===== src/rtl/rx_dest_filter_pkg.sv =====
package rx_dest_filter_pkg;
  localparam int ADDR_W      = 48;
  localparam int BYTE_W      = 8;
  localparam int SLOT_BYTES  = 12;   // stride of one setup slot
  localparam int OFF_W       = 4;    // offset counter inside a slot
  localparam int LAST_ADDR_OFF = 9;  // offset carrying address byte 5
  localparam int PRE_BYTES   = 5;    // address bytes buffered before the last one
  localparam int GROUP_BIT   = ADDR_W - BYTE_W; // LSB of address byte 0
endpackage


===== src/rtl/rxf_setup_loader.sv =====
module rxf_setup_loader
  import rx_dest_filter_pkg::*;
#(
  parameter int SLOTS = 16
) (
  input  logic              clk,
  input  logic              rst_n,
  input  logic              load_start,
  input  logic              ld_valid,
  input  logic [BYTE_W-1:0] ld_byte,
  output logic              busy,
  output logic              tbl_clear,
  output logic              ent_valid,
  output logic [ADDR_W-1:0] ent_addr
);
  localparam int IDX_W = (SLOTS > 1) ? $clog2(SLOTS) : 1;
  localparam logic [IDX_W-1:0] IDX_LAST = IDX_W'(SLOTS - 1);
  localparam logic [OFF_W-1:0] OFF_LAST = OFF_W'(SLOT_BYTES - 1);
  localparam logic [OFF_W-1:0] OFF_END  = OFF_W'(LAST_ADDR_OFF);
  localparam int BUF_W = PRE_BYTES * BYTE_W;

  logic                busy_q, busy_d;
  logic [IDX_W-1:0]    idx_q, idx_d;
  logic [OFF_W-1:0]    off_q, off_d;
  logic [BUF_W-1:0]    buf_q, buf_d;
  logic                ent_valid_q;
  logic [ADDR_W-1:0]   ent_addr_q;

  logic start_acc, byte_acc, keep_byte, ent_fire;
  logic [2:0] pos;

  assign start_acc = load_start & ~busy_q;
  assign byte_acc  = ld_valid & busy_q;
  // Meaningful offsets are 0,1,4,5,8,9: bit 1 clear, byte index from bits 3:2 and 0
  assign keep_byte = ~off_q[1];
  assign pos       = {off_q[3:2], off_q[0]};
  assign ent_fire  = byte_acc & (off_q == OFF_END);

  always_comb begin
    busy_d = busy_q;
    idx_d  = idx_q;
    off_d  = off_q;
    buf_d  = buf_q;
    if (start_acc) begin
      busy_d = 1'b1;
      idx_d  = '0;
      off_d  = '0;
    end else if (byte_acc) begin
      if (keep_byte) begin
        for (int k = 0; k < PRE_BYTES; k++) begin
          if (pos == 3'(k)) buf_d[(PRE_BYTES-1-k)*BYTE_W +: BYTE_W] = ld_byte;
        end
      end
      if (off_q == OFF_LAST) begin
        off_d = '0;
        idx_d = idx_q + 1'b1;
        if (idx_q == IDX_LAST) busy_d = 1'b0;
      end else begin
        off_d = off_q + 1'b1;
      end
    end
  end

  always_ff @(posedge clk or negedge rst_n) begin
    if (!rst_n) begin
      busy_q <= 1'b0;
      idx_q  <= '0;
      off_q  <= '0;
      buf_q  <= '0;
    end else begin
      busy_q <= busy_d;
      idx_q  <= idx_d;
      off_q  <= off_d;
      buf_q  <= buf_d;
    end
  end

  always_ff @(posedge clk or negedge rst_n) begin
    if (!rst_n) begin
      ent_valid_q <= 1'b0;
      ent_addr_q  <= '0;
    end else begin
      ent_valid_q <= ent_fire;
      if (ent_fire) ent_addr_q <= {buf_q, ld_byte};
    end
  end

  assign busy      = busy_q;
  assign tbl_clear = start_acc;
  assign ent_valid = ent_valid_q;
  assign ent_addr  = ent_addr_q;

  // an idle start always opens a load
  p_start_opens_r1: assert property (@(posedge clk) disable iff (!rst_n)
    (load_start && !busy_q) |=> busy_q);
  // busy only rises because of a start request
  p_busy_cause_r1: assert property (@(posedge clk) disable iff (!rst_n)
    $rose(busy_q) |-> $past(load_start));
  // extracted entries are only produced inside a load
  p_entry_in_load_r2: assert property (@(posedge clk) disable iff (!rst_n)
    ent_valid_q |-> busy_q);
endmodule


===== src/rtl/rxf_addr_table.sv =====
module rxf_addr_table
  import rx_dest_filter_pkg::*;
#(
  parameter int SLOTS = 16
) (
  input  logic                          clk,
  input  logic                          rst_n,
  input  logic                          clear,
  input  logic                          wr_valid,
  input  logic [ADDR_W-1:0]             wr_addr,
  output logic [SLOTS-1:0][ADDR_W-1:0]  slot_addr,
  output logic [SLOTS-1:0]              slot_live,
  output logic [$clog2(SLOTS+1)-1:0]    count
);
  localparam int CNT_W = $clog2(SLOTS + 1);
  localparam logic [CNT_W-1:0] CNT_MAX = CNT_W'(SLOTS);

  logic [CNT_W-1:0] count_q, count_d;
  logic             wr_en;

  assign wr_en = wr_valid & ~wr_addr[GROUP_BIT] & (count_q < CNT_MAX);

  always_comb begin
    count_d = count_q;
    if (clear)      count_d = '0;
    else if (wr_en) count_d = count_q + 1'b1;
  end

  always_ff @(posedge clk or negedge rst_n) begin
    if (!rst_n) count_q <= '0;
    else        count_q <= count_d;
  end

  for (genvar s = 0; s < SLOTS; s++) begin : g_slot
    logic [ADDR_W-1:0] mem_q;
    logic              slot_we;
    assign slot_we = wr_en & (count_q == CNT_W'(s));
    always_ff @(posedge clk or negedge rst_n) begin
      if (!rst_n)       mem_q <= '0;
      else if (slot_we) mem_q <= wr_addr;
    end
    assign slot_addr[s] = mem_q;
    assign slot_live[s] = (CNT_W'(s) < count_q);
  end

  assign count = count_q;

  // the count never exceeds the table size
  p_count_bound_r3: assert property (@(posedge clk) disable iff (!rst_n)
    count_q <= CNT_MAX);
  // a group-address entry never advances the count
  p_group_skip_r3: assert property (@(posedge clk) disable iff (!rst_n)
    (wr_valid && wr_addr[GROUP_BIT] && !clear) |=> count_q == $past(count_q));
  // a new load empties the table
  p_clear_empties_r4: assert property (@(posedge clk) disable iff (!rst_n)
    clear |=> count_q == '0);
endmodule


===== src/rtl/rxf_match.sv =====
module rxf_match
  import rx_dest_filter_pkg::*;
#(
  parameter int SLOTS = 16
) (
  input  logic                          clk,
  input  logic                          rst_n,
  input  logic                          dst_valid,
  input  logic [ADDR_W-1:0]             dst_addr,
  input  logic                          promisc,
  input  logic [SLOTS-1:0][ADDR_W-1:0]  slot_addr,
  input  logic [SLOTS-1:0]              slot_live,
  output logic                          dec_valid,
  output logic                          accept,
  output logic                          accept_mcast
);
  logic [SLOTS-1:0] hit;
  logic             is_group, acc_d;
  logic             dec_valid_q, accept_q, mcast_q;

  for (genvar s = 0; s < SLOTS; s++) begin : g_cmp
    assign hit[s] = slot_live[s] & (slot_addr[s] == dst_addr);
  end

  assign is_group = dst_addr[GROUP_BIT];
  assign acc_d    = promisc | is_group | (|hit);

  always_ff @(posedge clk or negedge rst_n) begin
    if (!rst_n) begin
      dec_valid_q <= 1'b0;
      accept_q    <= 1'b0;
      mcast_q     <= 1'b0;
    end else begin
      dec_valid_q <= dst_valid;
      if (dst_valid) begin
        accept_q <= acc_d;
        mcast_q  <= is_group;
      end
    end
  end

  assign dec_valid    = dec_valid_q;
  assign accept       = accept_q;
  assign accept_mcast = mcast_q;

  // promiscuous lookups are always accepted
  p_promisc_accept_r5: assert property (@(posedge clk) disable iff (!rst_n)
    (dst_valid && promisc) |=> (dec_valid_q && accept_q));
  // group destinations are accepted and flagged
  p_group_accept_r6: assert property (@(posedge clk) disable iff (!rst_n)
    (dst_valid && dst_addr[GROUP_BIT]) |=> (accept_q && mcast_q));
  // with an empty table a plain unicast lookup is rejected
  p_empty_reject_r7: assert property (@(posedge clk) disable iff (!rst_n)
    (dst_valid && !promisc && !dst_addr[GROUP_BIT] && slot_live == '0) |=> !accept_q);
  // one decision per strobe, in the next cycle
  p_decision_follows_r8: assert property (@(posedge clk) disable iff (!rst_n)
    dst_valid |=> dec_valid_q);
  p_decision_single_r8: assert property (@(posedge clk) disable iff (!rst_n)
    !dst_valid |=> !dec_valid_q);
  // results hold between decisions
  p_result_hold_r8: assert property (@(posedge clk) disable iff (!rst_n)
    !dst_valid |=> ($stable(accept_q) && $stable(mcast_q)));
endmodule


===== src/rtl/rx_dest_filter.sv =====
module rx_dest_filter
  import rx_dest_filter_pkg::*;
#(
  parameter int SLOTS = 16
) (
  input  logic                         clk,
  input  logic                         rst_n,
  input  logic                         promisc_en,
  input  logic                         load_start,
  input  logic                         ld_valid,
  input  logic [7:0]                   ld_byte,
  input  logic                         dst_valid,
  input  logic [47:0]                  dst_addr,
  output logic                         busy,
  output logic [$clog2(SLOTS+1)-1:0]   entry_count,
  output logic                         dec_valid,
  output logic                         accept,
  output logic                         accept_mcast
);
  logic                         tbl_clear;
  logic                         ent_valid;
  logic [ADDR_W-1:0]            ent_addr;
  logic [SLOTS-1:0][ADDR_W-1:0] slot_addr;
  logic [SLOTS-1:0]             slot_live;

  rxf_setup_loader #(.SLOTS(SLOTS)) u_loader (
    .clk        (clk),
    .rst_n      (rst_n),
    .load_start (load_start),
    .ld_valid   (ld_valid),
    .ld_byte    (ld_byte),
    .busy       (busy),
    .tbl_clear  (tbl_clear),
    .ent_valid  (ent_valid),
    .ent_addr   (ent_addr)
  );

  rxf_addr_table #(.SLOTS(SLOTS)) u_table (
    .clk       (clk),
    .rst_n     (rst_n),
    .clear     (tbl_clear),
    .wr_valid  (ent_valid),
    .wr_addr   (ent_addr),
    .slot_addr (slot_addr),
    .slot_live (slot_live),
    .count     (entry_count)
  );

  rxf_match #(.SLOTS(SLOTS)) u_match (
    .clk          (clk),
    .rst_n        (rst_n),
    .dst_valid    (dst_valid),
    .dst_addr     (dst_addr),
    .promisc      (promisc_en),
    .slot_addr    (slot_addr),
    .slot_live    (slot_live),
    .dec_valid    (dec_valid),
    .accept       (accept),
    .accept_mcast (accept_mcast)
  );

  // lookups and loads never overlap
  p_lookup_idle_r8: assert property (@(posedge clk) disable iff (!rst_n)
    !(dst_valid && busy));
endmodule


===== config.mk =====
export PLATFORM = sky130hd
export DESIGN_NAME = rx_dest_filter
export DESIGN_NICKNAME = d
export VERILOG_FILES = /design/src/rtl/rx_dest_filter_pkg.sv /design/src/rtl/rxf_setup_loader.sv /design/src/rtl/rxf_addr_table.sv /design/src/rtl/rxf_match.sv /design/src/rtl/rx_dest_filter.sv
export SDC_FILE = /design/constraint.sdc
export NUM_CORES = 2
export LEC_CHECK = 0
export BUFFER_PORTS_ARGS = -buffer_cell sky130_fd_sc_hd__buf_2
export CORE_ASPECT_RATIO = 1.25
export CORE_MARGIN = 8
export CORE_UTILIZATION = 40
export DETAILED_ROUTE_END_ITERATION = 8
export MAX_ROUTING_LAYER = met4
export REMOVE_ABC_BUFFERS = 1
export SETUP_SLACK_MARGIN = 0.2
export SLEW_MARGIN = 30
export SYNTH_ARGS = -nofsm -noshare
export SYNTH_HDL_FRONTEND = slang
export SYNTH_SLANG_ARGS = --single-unit

===== constraint.sdc =====
create_clock -name clk -period 1.79 [get_ports clk]
set_clock_uncertainty 0.05 [all_clocks]
set_input_delay 0.0895 -clock clk [delete_from_list [all_inputs] [get_ports clk]]
set_output_delay 0.0895 -clock clk [all_outputs]
set_load 0.01 [all_outputs]

==> run metrics <==
outcome finished, violations left; violated checks negative setup slack; Min Hold Slack 0.0688 ns; Final Power 52.4 mW; I/O pin cnt 71; max_cap viols 0; area growth from synthesis to layout 30.7%; area leader, netlist dfrtp_1; Synth area leaders dfrtp_1 52%, mux2_2 21%, xnor2_1 9.5%; number of synthesized flops with an enable pin 0; Clock Sinks 874; ys async rst share 100%; sequential share of power 41.6%; start point of the critical path u_table.g_slot[6].mem_q[44]; cell count after synthesis 3235; Min Clock Period, post-route 2.59 ns; min-delay worst type input pin to flip-flop; R2R depth 8; Routed WL per cell 31.8 microns; CP Buf/Inv Count 1; Ys Warns 0; CTS tree built; slew margin rel. 31.3%; final hold violations 0; total grt overflow 0; Post-DP Area 0.0481 sq mm; Pint 36.1 mW; port bufs 70; initial antenna violation count 6; power per cell area 958 mW/mm^2; end of the critical path u_match.accept; vias in the first global route 30000; Synth Register Bits 874; worst skew pair latency 0.69 ns; DRT Wirelength 166000 microns; drt drc 0; GPL Wtd Cong 0.945; R2R Path End u_match.accept; Root Driver clkbuf_16; design area 0.0547 sq mm; Comb pwr share 19.7%; setup violators final 768; Worst path most repeated cell nand4_1; worst setup margin -0.803 ns; FP Rows 132; Iter 0 DRT Violations 2588; remaining antenna violation count after routing 0; first-pass GRT wire length 228000 microns; Critical Path RT 2.34 ns; Max Root-Sink Buffers 3; Crit path depth 8; Primary FF master, synth dfrtp_1; largest net degree at the start of global routing 96; clk slew on worst S/H paths 0.07 ns; Vias 29600; mapped cell area 0.0418 sq mm; Worst EP arrival 3.15 ns; hpwl dp 106000 microns; NumNets Final 3868; Final Cycle Share 145%; Slew Viols, Final 0; most frequent cells in the layout 871 x dfrtp_1, 648 x mux2_2, 452 x xnor2_1; H-tree Lvls 3; CTS buffer count 90; Synth top area share 52.3%; Die Wd 305 microns; share of layout cells above drive strength 1 43.5%; Die Y-Extent 378 microns; commonest non-fill, non-tap cell in the layout dfrtp_1; largest delay contributor family on the critical path simple AND/OR/NAND/NOR gates; Critical Path Sink Type flip-flop; register area share after synthesis 52.3%; DRT Pass-1 Iters 5; Syn Area/Cell 12.9 sq um; Max Clock Freq 0.386 GHz; critical path class flip-flop to flip-flop; Slew @ Worst Pin 1.03 ns; gr usage total 28.4%; worst-path cell with the longest stage delay nor4_4; CP Max Fanout 2; core area 0.104 sq mm; Critical Path Source Type flip-flop; switching part of the total power 31.2%; R2R Setup Slk -0.80 ns; worst vdd rail ir drop 0.000863 V; RSZ-0062 raised after global routing true; Initial Utilization 40.3%; die area 0.115 sq mm; CP peak stage delay 0.51 ns; worst flop-to-flop path startpoint u_table.g_slot[6].mem_q[44]; Via density 5.68; Leak Pwr 26.2 nW; NetSw 16.3 mW; clock share of power 38.7%; CP cell instances xnor2_1 -> nand4_1 -> buf_6 -> nor4_4 -> nand4_1 -> nor4_2 -> nor3b_1 -> a31oi_1; distinct cell type count after synthesis 53
-- routing by layer --
metal	GRT usage (%)	wire, microns	vias to the layer above	share of wire (%)
met3	4.41	12000	466	7.3
met2	44.7	76300	1343	46
met5	-	0	-	0
li1	-	-	12300	-
met4	16.5	12900	0	7.8
met1	34.7	64500	15500	39
-- worst min-delay path by stage --
stage               slack, ns  cells after the start                            to  startpoint
floorplan               -0.26                      0             u_loader.buf_q[0]       rst_n
global placement        -0.05                      1  u_table.g_slot[10].mem_q[35]       rst_n
detailed placement      -0.04                      1  u_table.g_slot[10].mem_q[35]       rst_n
CTS                      0.02                      2             u_match.dec_valid   dst_valid
global route             0.06                      2             u_match.dec_valid   dst_valid
finish                   0.07                      2             u_match.dec_valid   dst_valid
-- sequential cells by signal, indices dropped and copies added (netlist names) --
register	cells
u_loader.buf_q	40
u_loader.busy	1
u_loader.ent_addr	48
u_loader.ent_valid	1
u_loader.idx_q	4
u_loader.off_q	4
u_match.accept	1
u_match.accept_mcast	1
u_match.dec_valid	1
u_table.count	5
u_table.g_slot.mem_q	768
-- timing repair --
action | CTS | global route
endpoints found under the setup margin | 811 | 859
setup buffers | 56 | 18
resized for setup | 225 | 81
hold buffers | 14 | 0
cloned | 29 | 21
pin swaps | 11 | 9
hold endpoints to repair | 940 | 0
-- power groups by stage --
stage | Clock (mW) | Sequential [mW] | Combinational [mW]
floorplan | 0 | 22.4 | 2.13
global placement | 0 | 22.1 | 9.66
detailed placement | 0 | 22.1 | 9.69
CTS | 20.5 | 21.8 | 9.95
global route | 21.2 | 21.9 | 10.5
finish | 20.3 | 21.8 | 10.3
-- kinds of logic (layout without fill, tap and decap cells) --
kind of cell / count (synthesis) / count (layout) / synth area share [%]
flip-flops: 874 / 874 / 52.3
multiplexers: 796 / 796 / 21.4
XOR/XNOR: 762 / 762 / 16.0
AND/OR/NAND/NOR: 494 / 495 / 6.29
buffers and inverters: 261 / 897 / 3.22
AO/OA/AOI/OAI: 42 / 42 / 0.673
adder cells (fa/ha/maj): 6 / 6 / 0.179
other: 0 / 6 / 0
-- cell type report --
type	instances	area, sq um
Inverter	16	60.1
Timing Repair Buffer	717	8390
Clock buffer	131	2680
Fill cell	8625	49100
Sequential cell	874	21900
Multi-Input combinational cell	2101	19500
Antenna cell	6	15.0
Tap cell	1340	1680
Clock inverter	33	465
-- per-stage QoR --
stage / setup slack [ns] / util (%) / TNS, ns / std cells
final: -0.803 / 52.7 / -242.06 / 5218
after global routing: -0.789 / 52.7 / -292.25 / 5217
after CTS: -0.698 / 51.7 / -202.58 / 5173
after detailed placement: -1.13 / 46.4 / -150.60 / 4910
after global placement: -1.57 / 46.4 / -145.63 / 4910
after floorplan: -2.39 / - / -1187.66 / 2990
-- worst register-to-register path, stage by stage, from the launching register on --
cell and delay [ns]:
dfrtp_1 0.39, xnor2_1 0.18, nand4_1 0.21, buf_6 0.20
nor4_4 0.51, nand4_1 0.43, nor4_2 0.27, nor3b_1 0.08
a31oi_1 0.20
-- cell usage after synthesis (all sizes together) (2+ instances only) --
cell / instances
o41ai: 3
a21oi: 11
o31ai: 2
nor3: 14
nor3b: 2
o21ai: 3
nor2: 23
o22ai: 7
or2: 2
nor4b: 2
mux2: 793
nand3: 14
ha: 6
nor4: 101
nand2: 167
xnor2: 453
inv: 16
a22oi: 2
xor2: 309
mux2i: 3
nand4: 139
and3: 3
clkbuf: 70
a31oi: 3
nor2b: 10
and2: 11
nand2b: 2
dfrtp: 874
buf: 175
No activity file was read; power rests on OpenSTA's default activity.
